$ cat config.mk
export PLATFORM = sky130hd
export DESIGN_NAME = gate_desat_ctrl
export DESIGN_NICKNAME = d
export VERILOG_FILES = /design/src/rtl/gdc_pkg.sv /design/src/rtl/gdc_path.sv /design/src/rtl/gdc_ctrl.sv /design/src/rtl/gate_desat_ctrl.sv
export SDC_FILE = /design/constraint.sdc
export NUM_CORES = 1
export LEC_CHECK = 0
export BUFFER_PORTS_ARGS = -buffer_cell sky130_fd_sc_hd__buf_4
export CAP_MARGIN = 10
export CORE_ASPECT_RATIO = 1.4
export CORE_MARGIN = 2
export CORE_UTILIZATION = 30
export CTS_CLUSTER_SIZE = 12
export DETAILED_ROUTE_END_ITERATION = 10
export PLACE_DENSITY = 0.61
export RECOVER_POWER = 25
export SYNTH_ARGS = -nofsm -noshare
export SYNTH_HDL_FRONTEND = slang
export SYNTH_SLANG_ARGS = --single-unit
$ cat constraint.sdc
create_clock -name clk -period 1.4 [get_ports clk]
set_input_delay 0.28 -clock clk [delete_from_list [all_inputs] [get_ports clk]]
set_output_delay 0.28 -clock clk [all_outputs]
set_load 0.005 [all_outputs]
$ cat src/rtl/gdc_pkg.sv
package gdc_pkg;

  // Strobes from the control section to the datapath
  typedef struct packed {
    logic cutGate;      // force gate off this cycle
    logic maskOverlap;  // suppress overlap compare this cycle
    logic senseClamp;   // hold sense node low
  } ctrlStrobe_t;

  function automatic int ceilDiv(input int num, input int den);
    return (num + den - 1) / den;
  endfunction

endpackage

$ cat src/rtl/gdc_path.sv
module gdc_path
  import gdc_pkg::*;
(
  input  logic        clk,
  input  logic        rstN,
  input  logic        pwmPos,
  input  logic        pwmNeg,
  input  logic        railHiOk,
  input  logic        railLoOk,
  input  logic        refOk,
  input  ctrlStrobe_t strobe,
  output logic        cmdRise,
  output logic        cmdEdge,
  output logic        gateOn,
  output logic        gateOffStatus,
  output logic        overlapFault
);

  logic cmd;
  logic cmdQ;
  logic runOk;
  logic gateQ;
  logic ovlQ;

  assign cmd     = pwmPos & ~pwmNeg;
  assign runOk   = railHiOk & railLoOk & refOk;
  assign cmdRise = cmd & ~cmdQ;
  assign cmdEdge = cmd ^ cmdQ;

  always_ff @(posedge clk or negedge rstN) begin
    if (!rstN) begin
      cmdQ  <= 1'b0;
      gateQ <= 1'b0;
      ovlQ  <= 1'b0;
    end else begin
      cmdQ  <= cmd;
      gateQ <= cmd & runOk & ~strobe.cutGate;
      ovlQ  <= ~gateQ & cmd & ~strobe.maskOverlap;
    end
  end

  assign gateOn        = gateQ;
  assign gateOffStatus = ~gateQ;
  assign overlapFault  = ovlQ;

  // no effective command means the gate is off one clock later
  assert_cmd_gate_R1: assert property (@(posedge clk) disable iff (!rstN)
    (!pwmPos || pwmNeg) |=> !gateOn);

  // a missing ready flag means the gate is off one clock later
  assert_run_gate_R2: assert property (@(posedge clk) disable iff (!rstN)
    (!railHiOk || !railLoOk || !refOk) |=> !gateOn);

  // a cut strobe from control turns the gate off
  assert_cut_gate_R4: assert property (@(posedge clk) disable iff (!rstN)
    strobe.cutGate |=> !gateOn);

endmodule

$ cat src/rtl/gdc_ctrl.sv
module gdc_ctrl
  import gdc_pkg::*;
#(
  parameter int BLANK_CYC = 50,
  parameter int MASK_CYC  = 3
) (
  input  logic        clk,
  input  logic        rstN,
  input  logic        cmdRise,
  input  logic        cmdEdge,
  input  logic        gateOn,
  input  logic        desatCmp,
  input  logic        desatOff,
  output ctrlStrobe_t strobe,
  output logic        faultFlag,
  output logic        faultEvt
);

  localparam int BW = $clog2(BLANK_CYC + 1);
  localparam int MW = $clog2(MASK_CYC + 1);
  localparam logic [BW-1:0] BLANK_END = BW'(BLANK_CYC);
  localparam logic [MW-1:0] MASK_LOAD = MW'(MASK_CYC);

  logic [BW-1:0] blankCnt;
  logic [MW-1:0] maskCnt;
  logic          blankDone;
  logic          detect;
  logic          faultQ;
  logic          evtQ;

  assign blankDone = (blankCnt == BLANK_END);
  assign detect    = gateOn & blankDone & desatCmp & ~desatOff;

  always_ff @(posedge clk or negedge rstN) begin
    if (!rstN) begin
      blankCnt <= '0;
    end else if (!gateOn) begin
      blankCnt <= '0;
    end else if (!blankDone) begin
      blankCnt <= blankCnt + 1'b1;
    end
  end

  always_ff @(posedge clk or negedge rstN) begin
    if (!rstN) begin
      faultQ <= 1'b0;
      evtQ   <= 1'b0;
    end else begin
      faultQ <= (faultQ & ~cmdRise) | detect;
      evtQ   <= detect;
    end
  end

  always_ff @(posedge clk or negedge rstN) begin
    if (!rstN) begin
      maskCnt <= '0;
    end else if (cmdEdge) begin
      maskCnt <= MASK_LOAD;
    end else if (maskCnt != '0) begin
      maskCnt <= maskCnt - 1'b1;
    end
  end

  assign strobe.cutGate     = (faultQ & ~cmdRise) | detect;
  assign strobe.maskOverlap = cmdEdge | (maskCnt != '0);
  assign strobe.senseClamp  = ~(gateOn & blankDone);

  assign faultFlag = faultQ;
  assign faultEvt  = evtQ;

  // the sense clamp is active in the first cycle of every pulse
  assert_blank_start_R3: assert property (@(posedge clk) disable iff (!rstN)
    $rose(gateOn) |-> strobe.senseClamp);

  // a new fault needs a live gate and a tripped comparator
  assert_fault_src_R4: assert property (@(posedge clk) disable iff (!rstN)
    $rose(faultFlag) |-> ($past(gateOn) && $past(desatCmp)));

  // the fault event lasts one clock
  assert_evt_pulse_R4: assert property (@(posedge clk) disable iff (!rstN)
    faultEvt |=> !faultEvt);

  // the latch clears only on a command rising edge
  assert_fault_clear_R5: assert property (@(posedge clk) disable iff (!rstN)
    $fell(faultFlag) |-> $past(cmdRise));

  // the strap blocks every fault event
  assert_strap_off_R6: assert property (@(posedge clk) disable iff (!rstN)
    faultEvt |-> !$past(desatOff));

endmodule

$ cat src/rtl/gate_desat_ctrl.sv
module gate_desat_ctrl #(
  parameter int CLK_NS   = 10,
  parameter int BLANK_NS = 500,
  parameter int MASK_CYC = 3
) (
  input  logic clk,
  input  logic rstN,
  input  logic pwmPos,
  input  logic pwmNeg,
  input  logic railHiOk,
  input  logic railLoOk,
  input  logic refOk,
  input  logic desatCmp,
  input  logic desatOff,
  output logic gateOut,
  output logic senseClamp,
  output logic faultFlag,
  output logic faultEvt,
  output logic gateOffStatus,
  output logic overlapFault
);

  localparam int BLANK_CYC = gdc_pkg::ceilDiv(BLANK_NS, CLK_NS);

  gdc_pkg::ctrlStrobe_t strobe;
  logic cmdRise;
  logic cmdEdge;
  logic gateOn;

  gdc_path i_path (
    .clk          (clk),
    .rstN         (rstN),
    .pwmPos       (pwmPos),
    .pwmNeg       (pwmNeg),
    .railHiOk     (railHiOk),
    .railLoOk     (railLoOk),
    .refOk        (refOk),
    .strobe       (strobe),
    .cmdRise      (cmdRise),
    .cmdEdge      (cmdEdge),
    .gateOn       (gateOn),
    .gateOffStatus(gateOffStatus),
    .overlapFault (overlapFault)
  );

  gdc_ctrl #(
    .BLANK_CYC(BLANK_CYC),
    .MASK_CYC (MASK_CYC)
  ) i_ctrl (
    .clk      (clk),
    .rstN     (rstN),
    .cmdRise  (cmdRise),
    .cmdEdge  (cmdEdge),
    .gateOn   (gateOn),
    .desatCmp (desatCmp),
    .desatOff (desatOff),
    .strobe   (strobe),
    .faultFlag(faultFlag),
    .faultEvt (faultEvt)
  );

  assign gateOut    = gateOn;
  assign senseClamp = strobe.senseClamp;

  // status is the complement of the gate
  assert_status_inv_R7: assert property (@(posedge clk) disable iff (!rstN)
    gateOffStatus != gateOut);

endmodule

# Word level (Yosys, flattened, before mapping)
# Cells that the tools add are included.
[totals]
reg_bits = 13
out_inout_bits = 6
elab_cells = 40
[classes]
addsub = 2
n_eq_ne = 2
n_mux = 4
bitwise_logic = 23
n_reduce_logical = 2
[op_table]
columns = ["cell", "n"]
rows = [
  ["$and A1 B1 Y1", 12],
  ["$mux W6", 2],
  ["$not A1 Y1", 8],
  ["$add A6 B1 Y6 const B", 1],
  ["$eq A6 B6 Y1 const B", 1],
  ["$mux W2", 2],
  ["$reduce_bool A2 Y1", 2],
  ["$ne A2 B2 Y1 const B", 1],
  ["$or A1 B1 Y1", 2],
  ["$sub A2 B1 Y2 const B", 1],
  ["$xor A1 B1 Y1", 1],
]

# Logic depth before layout (Yosys ltp)
[logic_depth]
depth_word = 8
mapped_depth = 5
mapped_depth_nobuf = 5

# Hierarchy
# A second synthesis with hierarchy kept.
[hier_totals]
hier_cells = 61
area_unflattened_um2 = 649.4
[by_module_without_submodules]
columns = ["mod", "instances", "cells_per_inst", "area_each_um2", "seq_area_each_um2"]
rows = [
  ["gdc_ctrl", 1, 49, 510.5, 250.2],
  ["gdc_path", 1, 12, 138.9, 75.1],
]

# Least setup slack after synthesis
# Ideal clock, no wire load.
[synth_timing]
path_kind = "reg2out"
start = "register i_ctrl.blankCnt[0]"
end = "output port senseClamp"
arrival_time_ps = 949
path_slack_ps = 171
path_stages_with_launch = 6
n_path_buf = 0
cell_sequence = "dfrtp_1 -> inv_1 -> ha_1 -> nand3_1 -> nor2_2 -> nand2_1"
[synth_via]
elab_chain_cells = 3
[synth_rtl]
columns = ["element", "line", "text"]
rows = [
  ["from (decl)", "gdc_ctrl.sv:24", "logic [BW-1:0] blankCnt;"],
  ["from (signal assigned)", "gdc_ctrl.sv:40", "blankCnt <= blankCnt + 1'b1;"],
  ["$eq A6 B6 Y1", "gdc_ctrl.sv:31", "assign blankDone = (blankCnt == BLANK_END);"],
  ["$and A1 B1 Y1", "gdc_ctrl.sv:66", "assign strobe.senseClamp = ~(gateOn & blankDone);"],
  ["$not A1 Y1", "gdc_ctrl.sv:66", ""],
  ["to (decl)", "gate_desat_ctrl.sv:16", "output logic senseClamp,"],
]
# No other way between the ends.

# Worst setup path after layout
[layout_timing]
start = "register i_ctrl.blankCnt[2]"
end = "output port senseClamp"
# Same word-level chain as after synthesis.

==> summary.md <==
| Metric | Value |
|---|---|
| Clock tree from TritonCTS | yes |
| Rel. slew slack | 52.0% |
| Routed WL per cell | 11.3 um |
| Buffers & Inverters on Critical Path | 1 |
| DP Worst Slack | 0.0732 ns |
| Switch Pwr | 204 uW |
| Final WS setup | -0.120 ns |
| Setup slack, reg-to-reg | 0.04 ns |
| Critical path class | reg -> out |
| Synth warnings | 0 |
| Vias in the first global route | 507 |
| Vias | 493 |
| GRT overflow | 0 |
| Leak | 0.000425 uW |
| Worst-Margin Slew | 0.720 ns |
| Initial antenna violation count | 0 |
| Global Route Usage Sum | 11.3% |
| Clock buffer depth | 2 |
| Worst min-delay path class | in -> reg |
| Reg2Reg Depth | 7 |
| Die area | 2450 sq um |
| Crit path required time | 1.12 ns |
| Post-synthesis cell count | 58 |
| Critical Path Slowest Stage Cell | dfrtp_1 |
| CTS Sinks | 13 |
| Switching share of power | 25.8% |
| Setup crit start | i_ctrl.blankCnt[2] |
| Area after DPL | 777 sq um |
| # port buffers | 14 |
| Clock-pin slew on the worst setup and hold paths | 0.08 ns |
| Failing checks | negative setup slack |
| CP cell instances | or2_4 -> nor2_4 -> nand2_2 -> buf_6 |
| Startpoint types | flip-flop |
| Shortest period the worst path allows | 1.52 ns |
| Post-Syn Area | 619 sq um |
| # DRC | 0 |
| Combinational power share | 17.4% |
| Status | complete, but fails checks |
| Area grow syn2layout | 42.2% |
| DRT iter0 DRCs | 2 |
| # fillers | 185 |
| Remaining antenna violation count after routing | 0 |
| Nets | 99 |
| Slew Viols, Final | 0 |
| ANT cells | 0 |
| Chip height | 57.8 um |
| Post-synthesis register bit count | 13 |
| Placed wire-length estimate | 870 um |
| CP delay by family, top | simple AND/OR/NAND/NOR gates |
| Worst-Skew Late Latency | 0.28 ns |
| Placed cell count | 97 |
| Power per cell area | 898 nW/um^2 |
| Peak VDD IR | 0.000614 V |
| Clock Skew | 0.00779 ns |
| Synth Net Count | 71 |
| Io pins | 15 |
| Total CTS buffers | 3 |
| Crit end category | primary output |
| Slowest stage delay, CP | 0.40 ns |
| Seq pwr share | 52.7% |
| Max Fclk | 0.658 GHz |
| Pint | 586 uW |
| Worst r2r src | i_ctrl.blankCnt[1] |
| Distinct cells, synth | 23 |
| Clock power frac | 29.8% |
| Pin count of the biggest net entering global routing | 14 |
| Post-Route WL | 1.20 mm |
| Sequential area share after synthesis | 52.5% |
| Share of layout cells above drive strength 1 | 40.0% |
| Syn avg cell area | 10.7 sq um |
| Pwr Total | 791 uW |
| Routability cong. | 0.789 |
| Worst setup path endpoint | senseClamp |
| Worst path depth | 4 |
| Final setup violating endpoints | 1 |
| Setup TNS | -0.120 ns |
| Htree depth | 1 |
| Max Cap Viol | 0 |
| Initial core utilization | 31.8% |
| R2r endpoint | i_ctrl.blankCnt[1] |
| Non-filler cells, final | 106 |
| Placeable Area | 1950 sq um |
| FP Rows | 19 |
| Initial DRT Pass Iterations | 2 |
| Tcrit/Tclk final | 109% |
| Vias per inst | 4.65 |
| Root Buffer | clkbuf_4 |
| Critical Path AT | 1.24 ns |
| Final hold violations | 0 |
| RSZ-0062 raised after global routing | true |
| Critical-path maximum fanout | 3 |
| Die Wd | 42.4 um |
| First-pass GRT wire length | 2.06 mm |
| Post-route cell area | 881 sq um |
==> stage by stage <==
stage / hold WS [ns] / util (%)
after floorplan: -0.0156 / -
after global placement: 0.133 / 39.9
after detailed placement: 0.135 / 39.9
after CTS: 0.238 / 44.0
after global routing: 0.261 / 45.2
final: 0.235 / 45.2
==> sequential cells by signal, summed over array words and instances (netlist names) <==
signal	flops
i_path.overlapFault	1
i_ctrl.maskCnt	2
i_path.gateOn	1
i_path.cmdQ	1
i_ctrl.blankCnt	6
i_ctrl.faultFlag	1
i_ctrl.faultEvt	1
==> worst register-to-register path: stages (launching register included) <==
cell     delay (ns)
dfrtp_2        0.45
ha_4           0.17
nand3_4        0.07
nor2_4         0.04
buf_4          0.12
buf_4          0.12
buf_4          0.14
o31ai_2        0.17
==> cell families after synthesis <==
| family | count (synthesis) | synth area share [%] |
|---|---|---|
| adder cells (fa/ha/maj) | 4 | 8.08 |
| XOR/XNOR | 4 | 5.66 |
| AO/OA/AOI/OAI | 2 | 2.43 |
| multiplexers | 2 | 3.43 |
| AND/OR/NAND/NOR | 27 | 22.6 |
| flip-flops | 13 | 52.5 |
| buffers and inverters | 6 | 5.25 |
==> per-layer routing <==
layer  global-route usage, %  vias to the layer above  wire (um)
li1                        -                      248          -
met2                    19.8                       12        608
met1                    12.1                      229        510
met4                    8.04                        0         31
met5                       0                        -          0
met3                    1.87                        4         45
==> cells in the final DEF, fill, tap and decap left out <==
cell	synthesis	layout
xor2_1	3	3
or4_1	1	1
nand2_2	0	1
mux2_1	1	1
buf_4	0	20
nand4_1	1	1
nor3_1	2	2
ha_4	0	1
nor2_4	0	1
or2_1	2	1
o211ai_1	1	1
ha_1	4	3
nor2b_1	2	2
clkbuf_1	0	3
nand3_4	0	1
dlygate4sd3_1	0	1
or3_1	1	1
xnor2_1	1	1
o31ai_2	0	1
inv_2	0	1
dfrtp_2	0	1
nand3b_1	1	1
nand2_1	8	7
inv_4	1	1
nor2_1	3	3
clkbuf_4	0	3
nand3_1	4	3
buf_6	1	1
inv_1	4	3
dfrtp_1	13	12
nor3_2	1	1
or2_4	0	1
mux2i_1	1	1
==> Yosys cell counts <==
library cell	count	area share (%)
nor3_1	2	1.6
dfrtp_1	13	53
or3_1	1	1.0
nand4_1	1	1.0
xor2_1	3	4.2
mux2_1	1	1.8
nand3_1	4	3.2
nor2b_1	2	2.0
nand3b_1	1	1.2
inv_4	1	1.0
o211ai_1	1	1.2
mux2i_1	1	1.6
nor3_2	1	1.6
nor2_2	1	1.0
ha_1	4	8.1
or2_1	2	2.0
xnor2_1	1	1.4
nand2_1	8	4.8
o31ai_1	1	1.2
inv_1	4	2.4
or4_1	1	1.2
nor2_1	3	1.8
buf_6	1	1.8
==> cell type report <==
class / instances / area, sq um / area share [%]
Sequential cell: 13 / 327 / 37.1
Multi-Input combinational cell: 39 / 302 / 34.2
Timing Repair Buffer: 24 / 179 / 20.3
Tap cell: 21 / 26.3 / 2.98
Inverter: 5 / 21.3 / 2.41
Clock buffer: 4 / 26.3 / 2.98
==> what timing repair did <==
| item | 4_1_cts | 5_1_grt |
|---|---|---|
| setup endpoints to repair | 1 | 1 |
| gates resized for setup | 8 | 3 |
| pin swaps | 1 | 3 |
| setup buffers | 1 | 3 |
| hold buffers | 1 | 0 |
| endpoints found under the hold margin | 13 | 0 |
==> worst min path at each step <==
stage	start	to	depth (start not counted)
6_report	railLoOk	i_path.gateOn	3
5_1_grt	railLoOk	i_path.gateOn	3
4_1_cts	railLoOk	i_path.gateOn	3
3_5_place_dp	rstN	i_path.overlapFault	1
3_3_place_gp	rstN	i_ctrl.blankCnt[5]	1
2_1_floorplan	rstN	i_ctrl.blankCnt[0]	0
==> power by group through the flow <==
| stage | logic (uW) | registers (uW) | clock network (uW) |
|---|---|---|---|
| 2_1_floorplan | 85.7 | 424 | 0 |
| 3_3_place_gp | 124 | 424 | 0 |
| 3_5_place_dp | 137 | 425 | 0 |
| 4_1_cts | 142 | 417 | 240 |
| 5_1_grt | 154 | 420 | 254 |
| 6_report | 138 | 417 | 236 |
(Power assumes the default switching activity.)
